<file path="src/rtl/tod_pkg.sv">
package tod_pkg;

   typedef enum logic [2:0] {
      ACT_IDLE  = 3'd0,
      ACT_SAVE  = 3'd1,
      ACT_LOAD  = 3'd2,
      ACT_DELTA = 3'd3,
      ACT_CLOCK = 3'd4
   } act_e;

   localparam logic [1:0] SEL_SEC_HI = 2'd0;
   localparam logic [1:0] SEL_SEC_LO = 2'd1;
   localparam logic [1:0] SEL_NS     = 2'd2;
   localparam logic [1:0] SEL_ACT    = 2'd3;

   function automatic act_e decode_act(input logic [2:0] code);
      act_e r;
      case (code)
         3'd1:    r = ACT_SAVE;
         3'd2:    r = ACT_LOAD;
         3'd3:    r = ACT_DELTA;
         3'd4:    r = ACT_CLOCK;
         default: r = ACT_IDLE;
      endcase
      return r;
   endfunction

endpackage

</file>
<file path="src/rtl/tod_norm.sv">
module tod_norm #(
   parameter int SEC_W      = 48,
   parameter int NS_W       = 30,
   parameter int ADD_W      = 32,
   parameter int NS_PER_SEC = 1000000000,
   parameter int NEG_SPAN   = 16
) (
   input  logic [SEC_W-1:0]        sec_in,
   input  logic [NS_W-1:0]         ns_in,
   input  logic signed [ADD_W-1:0] add_in,
   output logic [SEC_W-1:0]        sec_out,
   output logic [NS_W-1:0]         ns_out
);
   localparam int CW = ADD_W + 2;
   localparam logic [NS_W-1:0]      NEG_BASE = NS_W'((64'd1 << NS_W) - 64'(NEG_SPAN));
   localparam logic signed [CW-1:0] MOD_NS   = CW'(64'd1 << NS_W);
   localparam logic signed [CW-1:0] ONE_SEC  = CW'(NS_PER_SEC);
   localparam logic signed [CW-1:0] LIM_LO   = -CW'(NEG_SPAN);

   logic signed [CW-1:0] ns_s;
   logic signed [CW-1:0] sum;
   logic signed [CW-1:0] wrapped;

   always_comb begin
      if (ns_in >= NEG_BASE) ns_s = CW'(ns_in) - MOD_NS;
      else                   ns_s = CW'(ns_in);
      sum     = ns_s + CW'(add_in);
      wrapped = sum;
      sec_out = sec_in;
      if (sum >= ONE_SEC) begin
         wrapped = sum - ONE_SEC;
         sec_out = sec_in + SEC_W'(1);
      end else if (sum < LIM_LO) begin
         wrapped = sum + ONE_SEC;
         sec_out = sec_in - SEC_W'(1);
      end
      ns_out = NS_W'(wrapped);
   end

endmodule

</file>
<file path="src/rtl/tod_action.sv">
module tod_action
   import tod_pkg::*;
#(
   parameter int DATA_W = 32
) (
   input  logic              clk,
   input  logic              rst_n,
   input  logic              wr_en,
   input  logic [1:0]        wr_sel,
   input  logic [DATA_W-1:0] wr_data,
   output act_e              act
);
   always_ff @(posedge clk) begin
      if (!rst_n)                          act <= ACT_IDLE;
      else if (wr_en && wr_sel == SEL_ACT) act <= decode_act(wr_data[2:0]);
      else                                 act <= ACT_IDLE;
   end
endmodule

</file>
<file path="src/rtl/tod_shadow.sv">
module tod_shadow
   import tod_pkg::*;
#(
   parameter int DATA_W   = 32,
   parameter int SEC_HI_W = 16,
   parameter int NS_W     = 30
) (
   input  logic                     clk,
   input  logic                     rst_n,
   input  logic                     wr_en,
   input  logic [1:0]               wr_sel,
   input  logic [DATA_W-1:0]        wr_data,
   input  logic                     save,
   input  logic [SEC_HI_W+DATA_W-1:0] snap_sec,
   input  logic [NS_W-1:0]          snap_ns,
   output logic [SEC_HI_W-1:0]      sec_hi,
   output logic [DATA_W-1:0]        sec_lo,
   output logic [NS_W-1:0]          ns
);
   always_ff @(posedge clk) begin
      if (!rst_n) begin
         sec_hi <= '0;
         sec_lo <= '0;
         ns     <= '0;
      end else if (save) begin
         sec_hi <= snap_sec[SEC_HI_W+DATA_W-1:DATA_W];
         sec_lo <= snap_sec[DATA_W-1:0];
         ns     <= snap_ns;
      end else if (wr_en) begin
         case (wr_sel)
            SEL_SEC_HI: sec_hi <= wr_data[SEC_HI_W-1:0];
            SEL_SEC_LO: sec_lo <= wr_data;
            SEL_NS:     ns     <= wr_data[NS_W-1:0];
            default:    ;
         endcase
      end
   end
endmodule

</file>
<file path="src/rtl/tod_core.sv">
module tod_core #(
   parameter int SEC_W      = 48,
   parameter int NS_W       = 30,
   parameter int ADD_W      = 32,
   parameter int NS_PER_SEC = 1000000000,
   parameter int NEG_SPAN   = 16
) (
   input  logic                    clk,
   input  logic                    rst_n,
   input  logic                    load_en,
   input  logic [SEC_W-1:0]        load_sec,
   input  logic [NS_W-1:0]         load_ns,
   input  logic signed [ADD_W-1:0] addend,
   output logic [SEC_W-1:0]        sec,
   output logic [NS_W-1:0]         ns
);
   logic [SEC_W-1:0] sec_nx;
   logic [NS_W-1:0]  ns_nx;

   tod_norm #(
      .SEC_W(SEC_W), .NS_W(NS_W), .ADD_W(ADD_W),
      .NS_PER_SEC(NS_PER_SEC), .NEG_SPAN(NEG_SPAN)
   ) u_norm (
      .sec_in(sec), .ns_in(ns), .add_in(addend),
      .sec_out(sec_nx), .ns_out(ns_nx)
   );

   always_ff @(posedge clk) begin
      if (!rst_n) begin
         sec <= '0;
         ns  <= '0;
      end else if (load_en) begin
         sec <= load_sec;
         ns  <= load_ns;
      end else begin
         sec <= sec_nx;
         ns  <= ns_nx;
      end
   end
endmodule

</file>
<file path="src/rtl/tod_counter.sv">
module tod_counter
   import tod_pkg::*;
#(
   parameter int DATA_W     = 32,
   parameter int SEC_W      = 48,
   parameter int NS_W       = 30,
   parameter int NS_PER_SEC = 1000000000,
   parameter int INC_NS     = 8,
   parameter int NEG_SPAN   = 16,
   parameter bit CORR_EN    = 1'b1
) (
   input  logic                       clk,
   input  logic                       rst_n,
   input  logic                       wr_en,
   input  logic [1:0]                 wr_sel,
   input  logic [DATA_W-1:0]          wr_data,
   input  logic                       corr_up,
   input  logic                       corr_dn,
   output logic [2:0]                 act_code,
   output logic [SEC_W-1:0]           tod_sec,
   output logic [NS_W-1:0]            tod_ns,
   output logic [SEC_W-DATA_W-1:0]    shd_sec_hi,
   output logic [DATA_W-1:0]          shd_sec_lo,
   output logic [NS_W-1:0]            shd_ns
);
   localparam int SEC_HI_W = SEC_W - DATA_W;
   localparam int ADD_W    = DATA_W;

   initial begin
      assert (SEC_W > DATA_W && SEC_W <= 2 * DATA_W)
         else $error("seconds width must lie between one and two data words");
      assert (NS_W < DATA_W && NS_W >= 30)
         else $error("nanoseconds width out of range");
      assert (INC_NS >= 2 && INC_NS < 1000)
         else $error("step must allow a one-nanosecond trim");
      assert (NEG_SPAN >= INC_NS && NEG_SPAN < 4096)
         else $error("negative window must cover one step");
   end

   act_e                    act;
   logic signed [ADD_W-1:0] corr_term;
   logic signed [ADD_W-1:0] offset;
   logic signed [ADD_W-1:0] addend;

   tod_action #(.DATA_W(DATA_W)) u_act (
      .clk(clk), .rst_n(rst_n), .wr_en(wr_en), .wr_sel(wr_sel),
      .wr_data(wr_data), .act(act)
   );

   tod_shadow #(.DATA_W(DATA_W), .SEC_HI_W(SEC_HI_W), .NS_W(NS_W)) u_shd (
      .clk(clk), .rst_n(rst_n), .wr_en(wr_en), .wr_sel(wr_sel),
      .wr_data(wr_data), .save(act == ACT_SAVE),
      .snap_sec(tod_sec), .snap_ns(tod_ns),
      .sec_hi(shd_sec_hi), .sec_lo(shd_sec_lo), .ns(shd_ns)
   );

   generate
      if (CORR_EN) begin : g_corr
         always_comb begin
            if (corr_up && !corr_dn)      corr_term = ADD_W'(1);
            else if (corr_dn && !corr_up) corr_term = -ADD_W'(1);
            else                          corr_term = '0;
         end
      end else begin : g_nocorr
         logic unused_corr;
         assign unused_corr = corr_up ^ corr_dn;
         assign corr_term   = '0;
      end
   endgenerate

   assign offset = (act == ACT_DELTA)
                   ? {{(ADD_W-NS_W){shd_ns[NS_W-1]}}, shd_ns}
                   : '0;
   assign addend = ADD_W'(INC_NS) + corr_term + offset;

   tod_core #(
      .SEC_W(SEC_W), .NS_W(NS_W), .ADD_W(ADD_W),
      .NS_PER_SEC(NS_PER_SEC), .NEG_SPAN(NEG_SPAN)
   ) u_core (
      .clk(clk), .rst_n(rst_n), .load_en(act == ACT_LOAD),
      .load_sec({shd_sec_hi, shd_sec_lo}), .load_ns(shd_ns),
      .addend(addend), .sec(tod_sec), .ns(tod_ns)
   );

   assign act_code = act;

endmodule

</file>
<file path="config.mk">
export PLATFORM = sky130hd
export DESIGN_NAME = tod_counter
export DESIGN_NICKNAME = d
export VERILOG_FILES = /design/src/rtl/tod_pkg.sv /design/src/rtl/tod_norm.sv /design/src/rtl/tod_action.sv /design/src/rtl/tod_shadow.sv /design/src/rtl/tod_core.sv /design/src/rtl/tod_counter.sv
export SDC_FILE = /design/constraint.sdc
export NUM_CORES = 1
export LEC_CHECK = 0
export BUFFER_PORTS_ARGS = -buffer_cell sky130_fd_sc_hd__buf_2
export CORE_MARGIN = 2
export CORE_UTILIZATION = 54
export DETAILED_ROUTE_END_ITERATION = 6
export PLACE_DENSITY = 0.9
export REMOVE_ABC_BUFFERS = 1
export SLEW_MARGIN = 20
export SYNTH_ARGS = -nofsm -noshare
export SYNTH_HDL_FRONTEND = slang
export SYNTH_HIERARCHICAL = 1
export SYNTH_SLANG_ARGS = --single-unit
</file>
<file path="constraint.sdc">
create_clock -name clk -period 7.3 [get_ports clk]
set_input_delay 1.46 -clock clk [delete_from_list [all_inputs] [get_ports clk]]
set_output_delay 1.46 -clock clk [all_outputs]
set_load 0.01 [all_outputs]
</file>
Word-level counts from Yosys, hierarchy flattened
Cells that the tools add are included.
{ "op_classes": {"muxes": 20, "addsub": 8, "reduce_logical": 15, "n_lt_le_gt_ge": 3, "eq_ne": 10} }
{ "ops": {"columns": ["operator", "count"], "rows": [
  ["$mux 32", 6],
  ["$mux 30", 6],
  ["$mux 48", 3],
  ["$add 48x1->48 const B", 1],
  ["$mux 16", 3],
  ["$sub 48x1->48 const B", 1],
  ["$add 34x32->34", 1],
  ["$ge 34x31->1 const B", 1],
  ["$lt 34x5->1 const B", 1],
  ["$mux 34", 1],
  ["$add 32x32->32", 1],
  ["$add 5x32->32 const A", 1],
  ["$sub 30x31->32 const B", 1],
  ["$add 30x28->30 const B", 1],
  ["$ge 30x30->1 const B", 1],
  ["$sub 30x28->30 const B", 1],
  ["$eq 3x2->1 const B", 4],
  ["$pmux 3 s4", 1],
  ["$reduce_and 2->1", 4],
  ["$reduce_bool 2->1", 4],
  ["$eq 3x1->1 const B", 2],
  ["$eq 2x2->1 const B", 2],
  ["$eq 3x3->1 const B", 1],
  ["$logic_and 1x1->1", 3],
  ["other kinds (4)", 5]
]} }
{ "word_totals": {"input_bits": 39, "regBits": 159, "wordCells": 62, "output_inout_bits": 159} }

Depth between registers and ports, before layout
{ "logic_depth": {"ltp_word": 11, "ltp_mapped": 31, "depth_no_buf": 27} }

By module
Netlist, hierarchy kept.
{ "by_module_without_submodules": {"columns": ["mod", "area_per_inst_um2", "cells_per_inst", "instances", "seq_area_each_um2"], "rows": [
  ["tod_norm", 5159.9, 721, 1, 0.0],
  ["tod_shadow", 3314.4, 438, 1, 1561.5],
  ["tod_core", 2957.8, 251, 1, 1561.5],
  ["tod_counter", 2214.6, 299, 1, 0.0],
  ["tod_action", 102.6, 7, 1, 60.1]
]} }

Worst setup path after synthesis
No wires, ideal clock.
{ "synth_path": {"kind": "input to register", "start": "input port corr_up", "end": "register u_core.sec[1]", "required_time_ns": 7.184, "setup_slack_ns": -0.012, "arrival_ns": 7.196, "setup_ns": 0.116, "path_buffers": 2, "cell_stages": 27, "path_cell_list": "inv_1 -> ha_1 -> ha_1 -> ha_1 -> a21oi_2 -> nand2_1 -> a31oi_4 -> o21bai_2 -> a41oi_2 -> o221ai_1 -> xor2_1 -> ha_1 -> clkbuf_1 -> a21oi_1 -> o21ai_0 -> a21o_1 -> or3_1 -> o21a_2 -> xor2_1 -> nand4_2 -> o211ai_4 -> nand2_4 -> buf_6 -> a211oi_1 -> a21oi_1 -> mux2i_1 -> nor2b_1"} }
{ "synth_via": {"elab_chain_cells": 10, "word_cells_on_any_way": 13, "cone_classes": "3 x add/sub; 2 x order compare; 4 x mux; 4 x reduce/logical"} }
{ "synth_lines": {"columns": ["element", "line", "text"], "rows": [
  ["start, declared", "tod_counter.sv:17", "input logic corr_up,"],
  ["$logic_not 1->1", "tod_counter.sv:61", "else if (corr_dn && !corr_up) corr_term = -ADD_W'(1);"],
  ["$logic_and 1x1->1", "tod_counter.sv:61", null],
  ["$mux 32", "tod_counter.sv:61", null],
  ["$mux 32 *", "tod_counter.sv:60", "if (corr_up && !corr_dn) corr_term = ADD_W'(1);"],
  ["$add 5x32->32 *", "tod_counter.sv:74", "assign addend = ADD_W'(INC_NS) + corr_term + offset;"],
  ["$add 32x32->32 *", "tod_counter.sv:74", null],
  ["named net addend[18]", "tod_counter.sv:43", "logic signed [ADD_W-1:0] addend;"],
  ["$add 34x32->34 *", "tod_norm.sv:27", "sum = ns_s + CW'(add_in);"],
  ["$ge 34x31->1 *", "tod_norm.sv:30", "if (sum >= ONE_SEC) begin"],
  ["$mux 48 *", "tod_norm.sv:30", null],
  ["named net u_core.sec_nx[1]", "tod_core.sv:17", "logic [SEC_W-1:0] sec_nx;"],
  ["$mux 48 *", "tod_core.sv:32", "end else if (load_en) begin"],
  ["end signal, assigned", "tod_core.sv:33", "sec <= load_sec;"],
  ["end signal, assigned", "tod_core.sv:36", "sec <= sec_nx;"],
  ["end, declared", "tod_core.sv:14", "output logic [SEC_W-1:0] sec,"]
]} }
The timed path passes the listed nets; every way through them passes the cells marked *.
A chain may end at the register's enable or synchronous reset.

Worst setup path after layout
{ "layout_path": {"start": "input port corr_up", "end": "register u_core.sec[16]"} }
Same word-level chain as after synthesis.

==> impl_metrics.toml <==
[status]
outcome = "finished with violations"
failed_checks = "design-rule violations"

[worst_setup_path]
reg2reg_from = "u_act/act[2]"
r2r_slack_ps = 660
cp-end-kind = "flop"
timing.rr.end = "u_core/sec[16]"
cp.required_ps = 7650
worst-path-max-fanout = 6
crit_type = "in2reg"
arrival_ps = 7360
cp-start-kind = "primary input"
worst_r2r_path_depth = 27

[synth]
synthCells = 1716
synthDistinctLibCells = 120
yosys.area_share.simple = 0.235
yosysWarnings = 6
synth_top_family_by_area = "compound AO/OA/AOI/OAI gates"
synthAdderAreaFrac = 0.0921
synth_area_per_cell_um2 = 8.01
synthMuxAreaShare = 0.0597
synth_edf_count = 0
synth_compound_area_frac = 0.254
synth_xor_area_frac = 0.0762
netlist_area_mm2 = 0.0137
ys_seq_area_frac = 0.232
async_reset_ff_frac = 0
yosys_most_used_dff = "dfxtp_1"
ys_seq_elements = 159

[timing]
slew_headroom = 0.328
min_period_ps = 7010
rsz0062_at_grt = "no"
worst_pin_slew_ps = 1010
setup_viol_count_final = 0
holdWs_ps = 477
max_freq_ghz = 0.143
drv_slew = 0
hold_viol_final = 0
clock_skew_ps = 16.7
post-route-period-util = 0.960
fin_tns_setup_ps = 0

[route]
drc = 2
drtAntennaViolNets = 0
routed_wl_um = 48100
vias = 14985
via_per_inst = 6.53
drt_iter0_markers = 1887
wl_per_cell_um = 21.0
firstDrtPassIters = 7

[flow_run]
maxCapViolations = 0

[clock_network]
hold_buffers = 0
cts_root_buffer = "clkbuf_16"
cts.sinks = 159
clkLatencyLatePin_ps = 440
cts_tree = "yes"
htree_levels = 4
cts_made_buffers = 17
cts_buffer_depth = 2
clk_pin_slew_worst_paths_ps = 70

[placement]
io_buffer_count = 197
hpwl_um = 35500
postPlaceCellArea_mm2 = 0.0156
gp_congestion = 1.00

[grt]
grt_pass1_vias = 13854
grt_use_total = 0.348
grt-ovfl-total = 0
grt_pass1_wl_um = 74000
grt_max_degree = 121
antenna_found_initial = 1

[floorplanning]
ios = 198
die_area_mm2 = 0.0268
die-width_um = 164
rows = 58
die_h_um = 164
start_util = 0.548
coreArea_mm2 = 0.0251

[power_and_ir_drop]
power.leakage_uw = 0.00701
ir_drop_v = 0.000180
powerDensity_mw_per_mm2 = 301

[min_path]
hold_start = "u_shd/sec_lo[31]"
min_path_cells = 2
hold_path.class = "reg2reg"
holdPathEnd = "u_shd/sec_lo[31]"

[layout]
nNetsFinal = 2091
area_growth_pct = 18.2
final_util = 0.647
drive_gt1_frac = 0.228
final_common_cell = "a21oi_1"
final_area_mm2 = 0.0162
n_fill_cell = 2090
final_cell_mix = "a21oi_1, buf_2, nand2_1"
antenna_cells = 0
[sequential cells by signal, indices dropped and copies added, names as in the netlist]
signal / flops
u_core/sec: 48
u_shd/sec_hi: 16
u_act/act: 3
u_shd/sec_lo: 32
u_core/ns: 30
u_shd/ns: 30
[cell families (layout without fill, tap and decap cells)]
| family | after synthesis | in the layout |
|---|---|---|
| flops | 159 | 159 |
| fa+ha+maj | 100 | 100 |
| simple gates | 581 | 581 |
| buf+inv | 136 | 385 |
| mux | 82 | 82 |
| xor+xnor | 117 | 117 |
| compound gates | 541 | 541 |
[what timing repair did]
action | CTS | global route
endpoints found under the setup margin | 0 | 57
setup buffers | 0 | 3
resized for setup | 0 | 11
[where the power goes]
| group | total [µW] | internal [µW] | switching (µW) |
|---|---|---|---|
| Combinational | 2650 | 1130 | 1520 |
| Clock | 942 | 525 | 417 |
| Sequential | 1290 | 1010 | 279 |
| Total | 4890 | 2660 | 2220 |
[cells in the mapped netlist, types with 8 or more instances]
cell / n / area, µm²
and3_1: 24 / 150
or3_1: 21 / 131
nand4_1: 38 / 238
nand2_1: 167 / 627
nand2b_1: 8 / 50.1
a21oi_1: 228 / 1140
nor3_1: 27 / 135
dfxtp_1: 159 / 3180
clkbuf_1: 50 / 188
o21ai_1: 21 / 105
buf_4: 9 / 67.6
buf_2: 25 / 125
xnor2_1: 64 / 561
and2_1: 45 / 282
o211ai_1: 13 / 97.6
nand3_1: 39 / 195
nor2b_1: 84 / 526
a21o_1: 15 / 113
o21ai_0: 112 / 561
ha_1: 98 / 1230
buf_6: 13 / 146
o32ai_1: 9 / 78.8
nor2_1: 50 / 188
a31oi_1: 15 / 93.8
xor2_1: 50 / 438
mux2i_1: 82 / 821
inv_1: 28 / 105
and4_1: 12 / 105
a211oi_1: 10 / 75.1
a22oi_1: 8 / 60.1
a32oi_1: 10 / 87.6
[final cells by class]
class	instances	area [µm²]	share of cell area
Clock buffer	17	425	0.0262
Clock inverter	15	199	0.0122
Inverter	29	111	0.00685
Multi-Input combinational cell	1421	9910	0.610
Sequential cell	159	3180	0.196
Tap cell	330	413	0.0254
Timing Repair Buffer	324	2010	0.124
[stage by stage]
stage	instances	setup slack (ps)	power, µW
after global placement	2260	-63.5	3750
final	2295	289	4890
after detailed placement	2260	-141	3820
after global routing	2295	5.05	5130
after CTS	2292	181	4780
after floorplan	1609	-1970	2890
[per-layer routing]
metal  up-vias  global-route usage  wire (µm)
li1       6768                   -          -
met1      7008               0.466      19100
met2      1031               0.543      21300
met3       176              0.0678       5500
met4         2               0.154       2220
met5         -                   0         13
[critical path, stage by stage]
cell and delay (ps):
buf_2 100, inv_1 50, ha_2 250, ha_1 260, ha_1 230, fa_1 420
a21oi_1 260, o211ai_1 190, a21oi_1 260, o21ai_2 150, a21oi_1 180, xnor2_1 160
ha_1 320, a21oi_1 210, o21ai_1 150, a21oi_1 330, mux2i_1 150, a211oi_2 360
o211ai_2 200, a22o_4 320, o211ai_4 230, buf_12 160, nand3_1 170, o32ai_1 240
xor2_1 220, mux2i_1 100, nor2b_1 210
[worst max-delay path by stage]
stage,start,to,slack (ps),depth (start not counted)
after floorplan,u_act/act[1],u_core/ns[0],-1970,3
after global placement,corr_up,u_core/sec[18],-60,27
after detailed placement,corr_up,u_core/sec[16],-140,27
after CTS,corr_up,u_core/sec[14],180,27
after global routing,corr_up,u_core/sec[10],5,29
final,corr_up,u_core/sec[16],290,27
Note: power is estimated with default switching activity, not from simulation.
